==> config.mk <==
export PLATFORM = sky130hd
export DESIGN_NAME = pwm_reload_timer
export DESIGN_NICKNAME = d
export VERILOG_FILES = /design/src/rtl/pwm_tmr_pkg.sv /design/src/rtl/pwm_tmr_prescale.sv /design/src/rtl/pwm_tmr_regs.sv /design/src/rtl/pwm_tmr_count.sv /design/src/rtl/pwm_tmr_outs.sv /design/src/rtl/pwm_reload_timer.sv
export SDC_FILE = /design/constraint.sdc
export NUM_CORES = 1
export LEC_CHECK = 0
export BUFFER_PORTS_ARGS = -buffer_cell sky130_fd_sc_hd__buf_4
export CORE_MARGIN = 10
export CORE_UTILIZATION = 68
export DETAILED_ROUTE_END_ITERATION = 16
export PLACE_DENSITY = 0.92
export SLEW_MARGIN = 25
export SYNTH_ARGS = -nofsm -noshare
export SYNTH_HDL_FRONTEND = slang
export SYNTH_SLANG_ARGS = --single-unit
export TNS_END_PERCENT = 1
==> constraint.sdc <==
create_clock -name clk -period 11.8 [get_ports clk]
set_clock_uncertainty 0.1 [all_clocks]
set_input_delay 2.36 -clock clk [delete_from_list [all_inputs] [get_ports clk]]
set_output_delay 2.36 -clock clk [all_outputs]
set_load 0.01 [all_outputs]
==> src/rtl/pwm_tmr_pkg.sv <==
package pwm_tmr_pkg;
  // Address of the control register on the write port
  localparam int unsigned CTRL_ADDR    = 4;
  // Control register field positions
  localparam int unsigned CTRL_EN_BIT  = 0;
  localparam int unsigned CTRL_SEL_LSB = 1;
  // Compare slot that sets the period
  localparam int unsigned PERIOD_SLOT  = 0;
  // Compare slot whose write arms the shadow reload
  localparam int unsigned ARM_SLOT     = 1;
endpackage

==> src/rtl/pwm_tmr_prescale.sv <==
module pwm_tmr_prescale
  import pwm_tmr_pkg::*;
#(
  parameter int unsigned SEL_W = 3
) (
  input  logic             clk,
  input  logic             rst_n,
  input  logic             run_en,
  input  logic [SEL_W-1:0] div_sel,
  output logic             tick
);
  localparam int unsigned PRE_W = (1 << SEL_W) - 1;

  logic [PRE_W-1:0] pre_q, pre_d;
  logic [PRE_W-1:0] mask;

  // divide by 2^sel: tick when the low sel bits are all ones
  always_comb begin
    mask  = (PRE_W'(1) << div_sel) - PRE_W'(1);
    tick  = run_en && ((pre_q & mask) == mask);
    pre_d = run_en ? pre_q + PRE_W'(1) : '0;
  end

  always_ff @(posedge clk or negedge rst_n) begin
    if (!rst_n) pre_q <= '0;
    else        pre_q <= pre_d;
  end

  // no ticks while stopped
  assert_tick_gated_R4: assert property (@(posedge clk) disable iff (!rst_n)
    !run_en |-> !tick);

  // with a divider above 1, two ticks never come back to back
  assert_tick_spacing_R2: assert property (@(posedge clk) disable iff (!rst_n)
    (run_en && div_sel != '0 && tick) |=> (div_sel == '0 || !tick));
endmodule

==> src/rtl/pwm_tmr_regs.sv <==
module pwm_tmr_regs
  import pwm_tmr_pkg::*;
#(
  parameter int unsigned CNT_W  = 16,
  parameter int unsigned NUM_CH = 4,
  parameter int unsigned SEL_W  = 3,
  parameter int unsigned ADDR_W = 3
) (
  input  logic                          clk,
  input  logic                          rst_n,
  input  logic                          wr_en,
  input  logic [ADDR_W-1:0]             wr_addr,
  input  logic [CNT_W-1:0]              wr_data,
  input  logic                          wrap,
  output logic                          run_en,
  output logic [SEL_W-1:0]              div_sel,
  output logic [NUM_CH-1:0][CNT_W-1:0]  shadow,
  output logic                          pending
);
  localparam int unsigned SEL_MSB = CTRL_SEL_LSB + SEL_W - 1;

  logic [NUM_CH-1:0][CNT_W-1:0] reg_q, reg_d, shd_q, shd_d;
  logic                         en_q, en_d;
  logic [SEL_W-1:0]             sel_q, sel_d;
  logic                         pend_q, pend_d;
  logic                         wr_ctl, wr_arm, commit;

  always_comb begin
    wr_ctl = wr_en && (wr_addr == ADDR_W'(CTRL_ADDR));
    wr_arm = wr_en && (wr_addr == ADDR_W'(ARM_SLOT));
    commit = en_q && wrap && pend_q;

    for (int i = 0; i < NUM_CH; i++) begin
      reg_d[i] = (wr_en && wr_addr == ADDR_W'(i)) ? wr_data : reg_q[i];
      if (!en_q)       shd_d[i] = reg_d[i];   // stopped: pass-through
      else if (commit) shd_d[i] = reg_q[i];   // armed wrap: bulk copy
      else             shd_d[i] = shd_q[i];
    end

    en_d  = wr_ctl ? wr_data[CTRL_EN_BIT]      : en_q;
    sel_d = wr_ctl ? wr_data[SEL_MSB:CTRL_SEL_LSB] : sel_q;

    if (!en_q)       pend_d = 1'b0;
    else if (wr_arm) pend_d = 1'b1;
    else if (commit) pend_d = 1'b0;
    else             pend_d = pend_q;
  end

  always_ff @(posedge clk or negedge rst_n) begin
    if (!rst_n) begin
      reg_q  <= '0;
      shd_q  <= '0;
      en_q   <= 1'b0;
      sel_q  <= '0;
      pend_q <= 1'b0;
    end else begin
      reg_q  <= reg_d;
      shd_q  <= shd_d;
      en_q   <= en_d;
      sel_q  <= sel_d;
      pend_q <= pend_d;
    end
  end

  assign run_en  = en_q;
  assign div_sel = sel_q;
  assign shadow  = shd_q;
  assign pending = pend_q;

  // while running, shadows move only on an armed wrap
  assert_shadow_hold_R5: assert property (@(posedge clk) disable iff (!rst_n)
    (en_q && !(wrap && pend_q)) |=> $stable(shd_q));

  // an armed wrap copies every register into its shadow
  assert_bulk_copy_R6: assert property (@(posedge clk) disable iff (!rst_n)
    (en_q && wrap && pend_q) |=> (shd_q == $past(reg_q)));

  // the pending flag drops after the copy when nothing re-arms it
  assert_pending_drop_R6: assert property (@(posedge clk) disable iff (!rst_n)
    (en_q && wrap && pend_q && !wr_arm) |=> !pend_q);

  // arming in a wrap clock survives that wrap
  assert_arm_at_wrap_R7: assert property (@(posedge clk) disable iff (!rst_n)
    (en_q && wrap && wr_arm) |=> pend_q);

  // stopped timer never reports a pending reload
  assert_no_pend_idle_R4: assert property (@(posedge clk) disable iff (!rst_n)
    !en_q |=> !pend_q);
endmodule

==> src/rtl/pwm_tmr_count.sv <==
module pwm_tmr_count #(
  parameter int unsigned CNT_W = 16
) (
  input  logic             clk,
  input  logic             rst_n,
  input  logic             run_en,
  input  logic             tick,
  input  logic [CNT_W-1:0] top_val,
  output logic [CNT_W-1:0] count,
  output logic             wrap
);
  logic [CNT_W-1:0] cnt_q, cnt_d;
  logic             at_top;

  always_comb begin
    at_top = (cnt_q == top_val);
    wrap   = tick && at_top;
    if (!run_en)     cnt_d = '0;
    else if (wrap)   cnt_d = '0;
    else if (tick)   cnt_d = cnt_q + CNT_W'(1);
    else             cnt_d = cnt_q;
  end

  always_ff @(posedge clk or negedge rst_n) begin
    if (!rst_n) cnt_q <= '0;
    else        cnt_q <= cnt_d;
  end

  assign count = cnt_q;

  // a tick at the top value returns the counter to zero
  assert_wrap_zero_R1: assert property (@(posedge clk) disable iff (!rst_n)
    (run_en && tick && cnt_q == top_val) |=> (cnt_q == '0));

  // the counter never passes the period value
  assert_count_bound_R1: assert property (@(posedge clk) disable iff (!rst_n)
    run_en |-> (cnt_q <= top_val));

  // counter held at zero while stopped
  assert_idle_zero_R4: assert property (@(posedge clk) disable iff (!rst_n)
    !run_en |=> (cnt_q == '0));
endmodule

==> src/rtl/pwm_tmr_outs.sv <==
module pwm_tmr_outs #(
  parameter int unsigned CNT_W  = 16,
  parameter int unsigned NUM_CH = 4
) (
  input  logic                          clk,
  input  logic                          rst_n,
  input  logic                          run_en,
  input  logic [CNT_W-1:0]              count,
  input  logic [NUM_CH-2:0][CNT_W-1:0]  duty,
  output logic [NUM_CH-2:0]             pwm
);
  for (genvar k = 0; k < NUM_CH - 1; k++) begin : g_ch
    // high from the wrap until the count reaches the duty value
    assign pwm[k] = run_en && (count < duty[k]);

    // a zero duty keeps the channel low
    assert_zero_duty_R3: assert property (@(posedge clk) disable iff (!rst_n)
      (duty[k] == '0) |-> !pwm[k]);
  end

  // all outputs low while stopped
  assert_idle_low_R4: assert property (@(posedge clk) disable iff (!rst_n)
    !run_en |-> (pwm == '0));
endmodule

==> src/rtl/pwm_reload_timer.sv <==
module pwm_reload_timer
  import pwm_tmr_pkg::*;
#(
  parameter int unsigned CNT_W  = 16,
  parameter int unsigned NUM_CH = 4,
  parameter int unsigned SEL_W  = 3,
  parameter int unsigned ADDR_W = 3
) (
  input  logic              clk,
  input  logic              rst_n,
  input  logic              wr_en,
  input  logic [ADDR_W-1:0] wr_addr,
  input  logic [CNT_W-1:0]  wr_data,
  output logic [NUM_CH-2:0] pwm_out,
  output logic              period_pulse,
  output logic              reload_pending
);
  logic [1:0]                   rst_sync_q;
  logic                         rst_core_n;
  logic                         run_en, tick, wrap;
  logic [SEL_W-1:0]             div_sel;
  logic [NUM_CH-1:0][CNT_W-1:0] shadow;
  logic [NUM_CH-2:0][CNT_W-1:0] duty;
  logic [CNT_W-1:0]             count;

  // asynchronous assert, synchronous release
  always_ff @(posedge clk or negedge rst_n) begin
    if (!rst_n) rst_sync_q <= 2'b00;
    else        rst_sync_q <= {rst_sync_q[0], 1'b1};
  end
  assign rst_core_n = rst_sync_q[1];

  pwm_tmr_regs #(
    .CNT_W (CNT_W), .NUM_CH(NUM_CH), .SEL_W(SEL_W), .ADDR_W(ADDR_W)
  ) u_regs (
    .clk    (clk),
    .rst_n  (rst_core_n),
    .wr_en  (wr_en),
    .wr_addr(wr_addr),
    .wr_data(wr_data),
    .wrap   (wrap),
    .run_en (run_en),
    .div_sel(div_sel),
    .shadow (shadow),
    .pending(reload_pending)
  );

  pwm_tmr_prescale #(.SEL_W(SEL_W)) u_pre (
    .clk    (clk),
    .rst_n  (rst_core_n),
    .run_en (run_en),
    .div_sel(div_sel),
    .tick   (tick)
  );

  pwm_tmr_count #(.CNT_W(CNT_W)) u_cnt (
    .clk    (clk),
    .rst_n  (rst_core_n),
    .run_en (run_en),
    .tick   (tick),
    .top_val(shadow[PERIOD_SLOT]),
    .count  (count),
    .wrap   (wrap)
  );

  assign duty = shadow[NUM_CH-1:1];

  pwm_tmr_outs #(.CNT_W(CNT_W), .NUM_CH(NUM_CH)) u_outs (
    .clk   (clk),
    .rst_n (rst_core_n),
    .run_en(run_en),
    .count (count),
    .duty  (duty),
    .pwm   (pwm_out)
  );

  assign period_pulse = wrap;
endmodule

# Yosys cells after proc, flatten, opt, wreduce, memory -nomap -nowiden
# Cells that the tools add are included.
[totals]
ff_bits = 158
latchBits = 0
mem_bits_rw = 0
mem_bits_ro = 0
output_inout_bits = 5
mem_count = 0
[op_classes]
n_addsub = 3
multipliers = 0
div = 0
order_cmp = 3
n_eq_ne = 9
n_shift = 1
n_mux = 19
n_bitwise = 1
reduce_logical = 13
[ops]
columns = ["cell", "count"]
rows = [
  ["16-bit two-way mux", 15],
  ["16-bit less-than comparator", 3],
  ["16-bit by 1-bit adder with 16-bit output (second input constant)", 1],
  ["16-bit == test", 1],
  ["1-bit logical AND", 12],
  ["7-bit by 1-bit adder with 7-bit output (second input constant)", 1],
  ["7-bit bitwise AND", 1],
  ["7-bit == test", 1],
  ["7-bit two-way mux", 1],
  ["1-bit by 3-bit left shift with 7-bit output (first input constant)", 1],
  ["7-bit by 2-bit subtractor with 7-bit output (second input constant)", 1],
  ["3-bit by 2-bit == test with 1-bit output (second input constant)", 2],
  ["3-bit by 1-bit == test with 1-bit output (second input constant)", 1],
  ["3-bit == test (second input constant)", 1],
  ["3-bit logical NOT", 1],
  ["1-bit two-way mux", 3],
  ["3-bit by 1-bit != test with 1-bit output (second input constant)", 1],
  ["3-bit != test (second input constant)", 1],
  ["2-bit != test (second input constant)", 1],
]

# Logic depth before layout (Yosys ltp)
[depth]
word_depth = 11
mapped_depth = 8
mapped_depth_nobuf = 7

# Hierarchy
# A second synthesis with hierarchy kept.
[unflattened]
cells_unflattened = 666
hier_area_um2 = 8409.3
[modules_own_cells]
columns = ["mod", "n_inst", "cells_each", "area_each_um2", "seq_area_each_um2"]
rows = [
  ["pwm_tmr_regs", 1, 364, 5808.1, 3328.2],
  ["pwm_tmr_outs", 1, 156, 1137.3, 0.0],
  ["pwm_tmr_count", 1, 106, 1049.8, 400.4],
  ["pwm_tmr_prescale", 1, 37, 360.3, 175.2],
  ["pwm_reload_timer", 1, 3, 53.8, 50.0],
]

# Least setup slack after synthesis
# No wires, ideal clock.
[synth_timing]
path_kind = "flip-flop to output port"
from = "reg u_cnt.cnt_q[10], in the netlist u_cnt.count[10]"
to = "out pwm_out[0]"
t_arrival_ns = 1.984
slack_ns = 7.356
path_stages_with_launch = 7
n_path_buf = 0
path_cell_list = "dfrtp_1 ha_1 a41o_1 a21oi_1 a2bb2oi_1 a21oi_1 a2111oi_0"
[synth_via]
elab_chain_len = 2
[synth_lines]
columns = ["item", "line_no", "source"]
rows = [
  ["start, declared", "pwm_tmr_count.sv:12", "logic [CNT_W-1:0] cnt_q, cnt_d;"],
  ["start signal, assigned", "pwm_tmr_count.sv:26", "else cnt_q <= cnt_d;"],
  ["16-bit less-than comparator", "pwm_tmr_outs.sv:14", "assign pwm[k] = run_en && (count < duty[k]);"],
  ["1-bit logical AND", "pwm_tmr_outs.sv:14", ""],
  ["end, declared", "pwm_reload_timer.sv:14", "output logic [NUM_CH-2:0] pwm_out,"],
]
# Every way passes these cells.

# Final worst setup path
[layout_timing]
from = "reg u_cnt.cnt_q[9], in the netlist u_cnt.count[9]"
to = "out pwm_out[0]"
# The elaborated chain is that of the path after synthesis.

==> results by group <==
Status
  – Status: complete, no violations

Drt
  – Routed Antenna Nets: 0
  – Vias/cell: just under 7
  – Total vias in the final route: 7,060
  – Total Wirelength: around 23,000 um
  – Remaining DRCs: 0
  – Drt wl/cell: 21.8 um
  – 1st-iter DRT viols: 799
  – Drt first pass iters: 5

Clock tree
  – Clock sink count: ~160
  – Num CTS Buffers: 17
  – H-Tree Depth: 4
  – Buffers inserted by post-CTS timing repair: 0
  – Hold-fix buffers at CTS: 0
  – CTS root buf: clkbuf_16
  – Max clock buf depth: 2
  – Clk Latency, worst-skew pair: ~0.44 ns
  – CTS clk-pin slew, worst paths: about 0.060 ns
  – Post-CTS sizing: 0
  – TritonCTS clock tree: yes

Setup path
  – Required time worst endpoint: a little over 9 ns
  – Worst r2r src: u_regs.div_sel[1]$_DFFE_PN0P_
  – R2r endpoint: u_regs.shadow[12]$_DFFE_PN0P_
  – Critical path class: reg -> out
  – CP Max Fanout: 9
  – Reg2Reg Setup Slack: between 8 and 9 ns
  – Startpoint types: flip-flop
  – Path depth of the worst reg2reg path: 7
  – Crit path DAT: slightly below 3 ns
  – Worst Setup End Kind: primary output

Synthesis
  – Synth top area cells: dfrtp_1, mux2_2, ha_1
  – Library cells used by synthesis: 44
  – Gate Count Post-Synth: roughly 870
  – EDFF count, synth: 0
  – Sequential-to-total area share from yosys stat: between 40% and 50%
  – Mapped Nets: roughly 940
  – Synth Flop Type: dfrtp_1
  – Most frequent cells after synthesis: dfrtp_1, nor2_1, inv_1
  – Synth Area per Inst: slightly above 10 um^2
  – Area share of the largest cell type after synthesis: between 40% and 50%
  – Ys async rst share: 100%
  – Dominant cell by count in the synthesized netlist: dfrtp_1
  – Post-synthesis cell area: 8780 um^2
  – Area leader, netlist: dfrtp_1
  – #FFs+latches synth: 158
  – Warnings from Yosys: 0

Floorplan
  – Die Span Y: around 130 um
  – Full die area: 17,900 um^2
  – I/O pin total: 27
  – Core area: ~13,000 um^2
  – Row cnt: between 40 and 50
  – Die width: around 130 um
  – Starting Density: between 60% and 70%

STA
  – Final period util: between 40% and 50%
  – RSZ-0062 raised after global routing: false
  – Max Clock Freq: 184 MHz
  – Final hold vios: 0
  – Measured slew at the worst slew-check pin: roughly 0.84 ns
  – Relative slew slack: between 40% and 50%
  – Final setup viols: 0
  – Final Slew Violations: 0
  – Setup TNS: 0 ns
  – Period minus WS final: ~5.4 ns

Final layout
  – Nets: roughly 940
  – Register area: 3960 um^2
  – Number of fillers in the final layout: between 800 and 900
  – N_diodes: 0
  – Final instance area: 9700 um^2
  – Ratio of cells with drive above 1 in the final layout: between 10% and 20%
  – P&R area growth vs syn: 10.5%
  – Area of the multi-input gates: approximately 4300 um^2
  – Final std cells w/o fill: between 1,000 and 1,500

Pwr
  – Leak Pwr: approximately 4.3 nW
  – Worst VDD drop: between 100 and 150 uV
  – Power per Cell Area: ~190 nW/um^2
  – Total power: between 1.5 and 2 mW

GRT
  – Vias in the first global route: between 6,000 and 7,000
  – Antenna violations before repair: 0
  – GRT Resource Usage Total: 25.9%
  – Largest net degree at the start of global routing: 92
  – Grt ovf: 0
  – Global-route wire length before repair: about 37,000 um

Place
  – Gpl congestion: between 0.9 and 1
  – Final HPWL DP: 14,100 um
  – Post-placement cell count: around 1,000
  – Buffers on Ports: 26
  – Dpl cell area: around 9000 um^2

Flow run
  – Max cap viols: 0

Min path
  – Hold Path Class: reg -> async
==> cells in the final DEF, fill, tap and decap left out, types with 4 or more instances in the layout <==
cell type  netlist  routed
and3_1           5       5
nand2b_1        68      68
a41oi_1          9       9
mux2_2          67      67
and2_1           4       4
nand3_1         24      24
o21ai_0         11      11
nor4_1          71      70
dfrtp_1        158     156
ha_1            47      47
nor2_1          80      80
a31oi_1          8       8
xor2_1          20      20
a21oi_1         11      11
clkbuf_16        0      17
inv_1           72      72
o211ai_1         4       4
nand4_1         15      15
nand2_1         16      15
a311oi_1        64      64
bufinv_16        0       5
buf_4            0      40
clkbuf_8         0       4
nor3_1           9       9
a21o_1          11      11
==> cell type report <==
cell class                 count  share of cell area (%)
inverter                      72                    2.79
clock inverter                 6                    1.60
tap                          172                    2.22
clock buffer                  24                    5.07
sequential                   158                    40.8
timing repair buffer          40                    3.10
multi-input combinational    578                    44.4
==> per-layer routing <==
metal	vias to the layer above	share of wire, %	GRT usage (%)
met3	46	7.7	6.13
li1	3188	-	-
met1	3498	42	34.3
met5	-	0	0
met2	328	48	40.0
met4	0	2.6	10.3
==> where the power goes <==
part           total (mW)  internal (mW)  switching, mW
logic               0.474          0.190          0.283
registers           0.756          0.673         0.0832
clock network       0.609          0.395          0.214
total                1.84           1.26          0.580
==> registers in the layout, summed over array words and instances (netlist names) <==
register        flops
u_regs.reg_q       64
u_cnt.count        16
u_regs.div_sel      3
u_pre.pre_q         7
u_regs.run_en       1
u_regs.shadow      64
rst_sync_q          2
u_regs.pending      1
==> per-stage QoR <==
stage	setup slack [ns]	util [%]	hold WS (ns)
2_1_floorplan	6.97	-	0.231
3_3_place_gp	7.04	71.8	0.233
3_5_place_dp	6.99	71.8	0.239
4_1_cts	6.51	76.9	0.250
5_1_grt	6.33	76.9	0.259
6_report	6.36	76.9	0.242
==> cells by family (layout without fill, tap and decap cells) <==
group                      count (synthesis)  in the layout  share of synthesized area, %
and+or+nand+nor                          301            301                          18.5
DFF                                      158            158                          45.0
AOI/OAI and AO/OA                        139            139                          12.3
buffers and inverters                    137            142                          6.50
muxes                                     67             67                          8.59
adders and majority gates                 47             47                          6.70
xor gates and xnor gates                  23             23                          2.29
other                                      1              1                        0.0427
==> worst max path at each step <==
stage / start / endpoint / slack [ns] / cells past startpoint
2_1_floorplan: rst_sync_q[1]$_DFF_PN0_ / u_cnt.count[0]$_DFFE_PN0P_ / 6.97 / 0
3_3_place_gp: u_cnt.count[10]$_DFFE_PN0P_ / pwm_out[0] / 7.04 / 7
3_5_place_dp: u_cnt.count[10]$_DFFE_PN0P_ / pwm_out[0] / 6.99 / 7
4_1_cts: u_cnt.count[1]$_DFFE_PN0P_ / pwm_out[1] / 6.51 / 6
5_1_grt: u_cnt.count[1]$_DFFE_PN0P_ / pwm_out[1] / 6.33 / 6
6_report: u_cnt.count[9]$_DFFE_PN0P_ / pwm_out[0] / 6.36 / 7
==> worst max-delay path, stage by stage, from the launching register on <==
cell       delay, ns
dfrtp_1         0.55
ha_1            0.33
a41o_1          0.24
a21oi_1         0.14
a2bb2oi_1       0.17
a21oi_1         0.09
a2111oi_0       0.77
buf_4           0.25
Power figures use the tool's default switching activity.
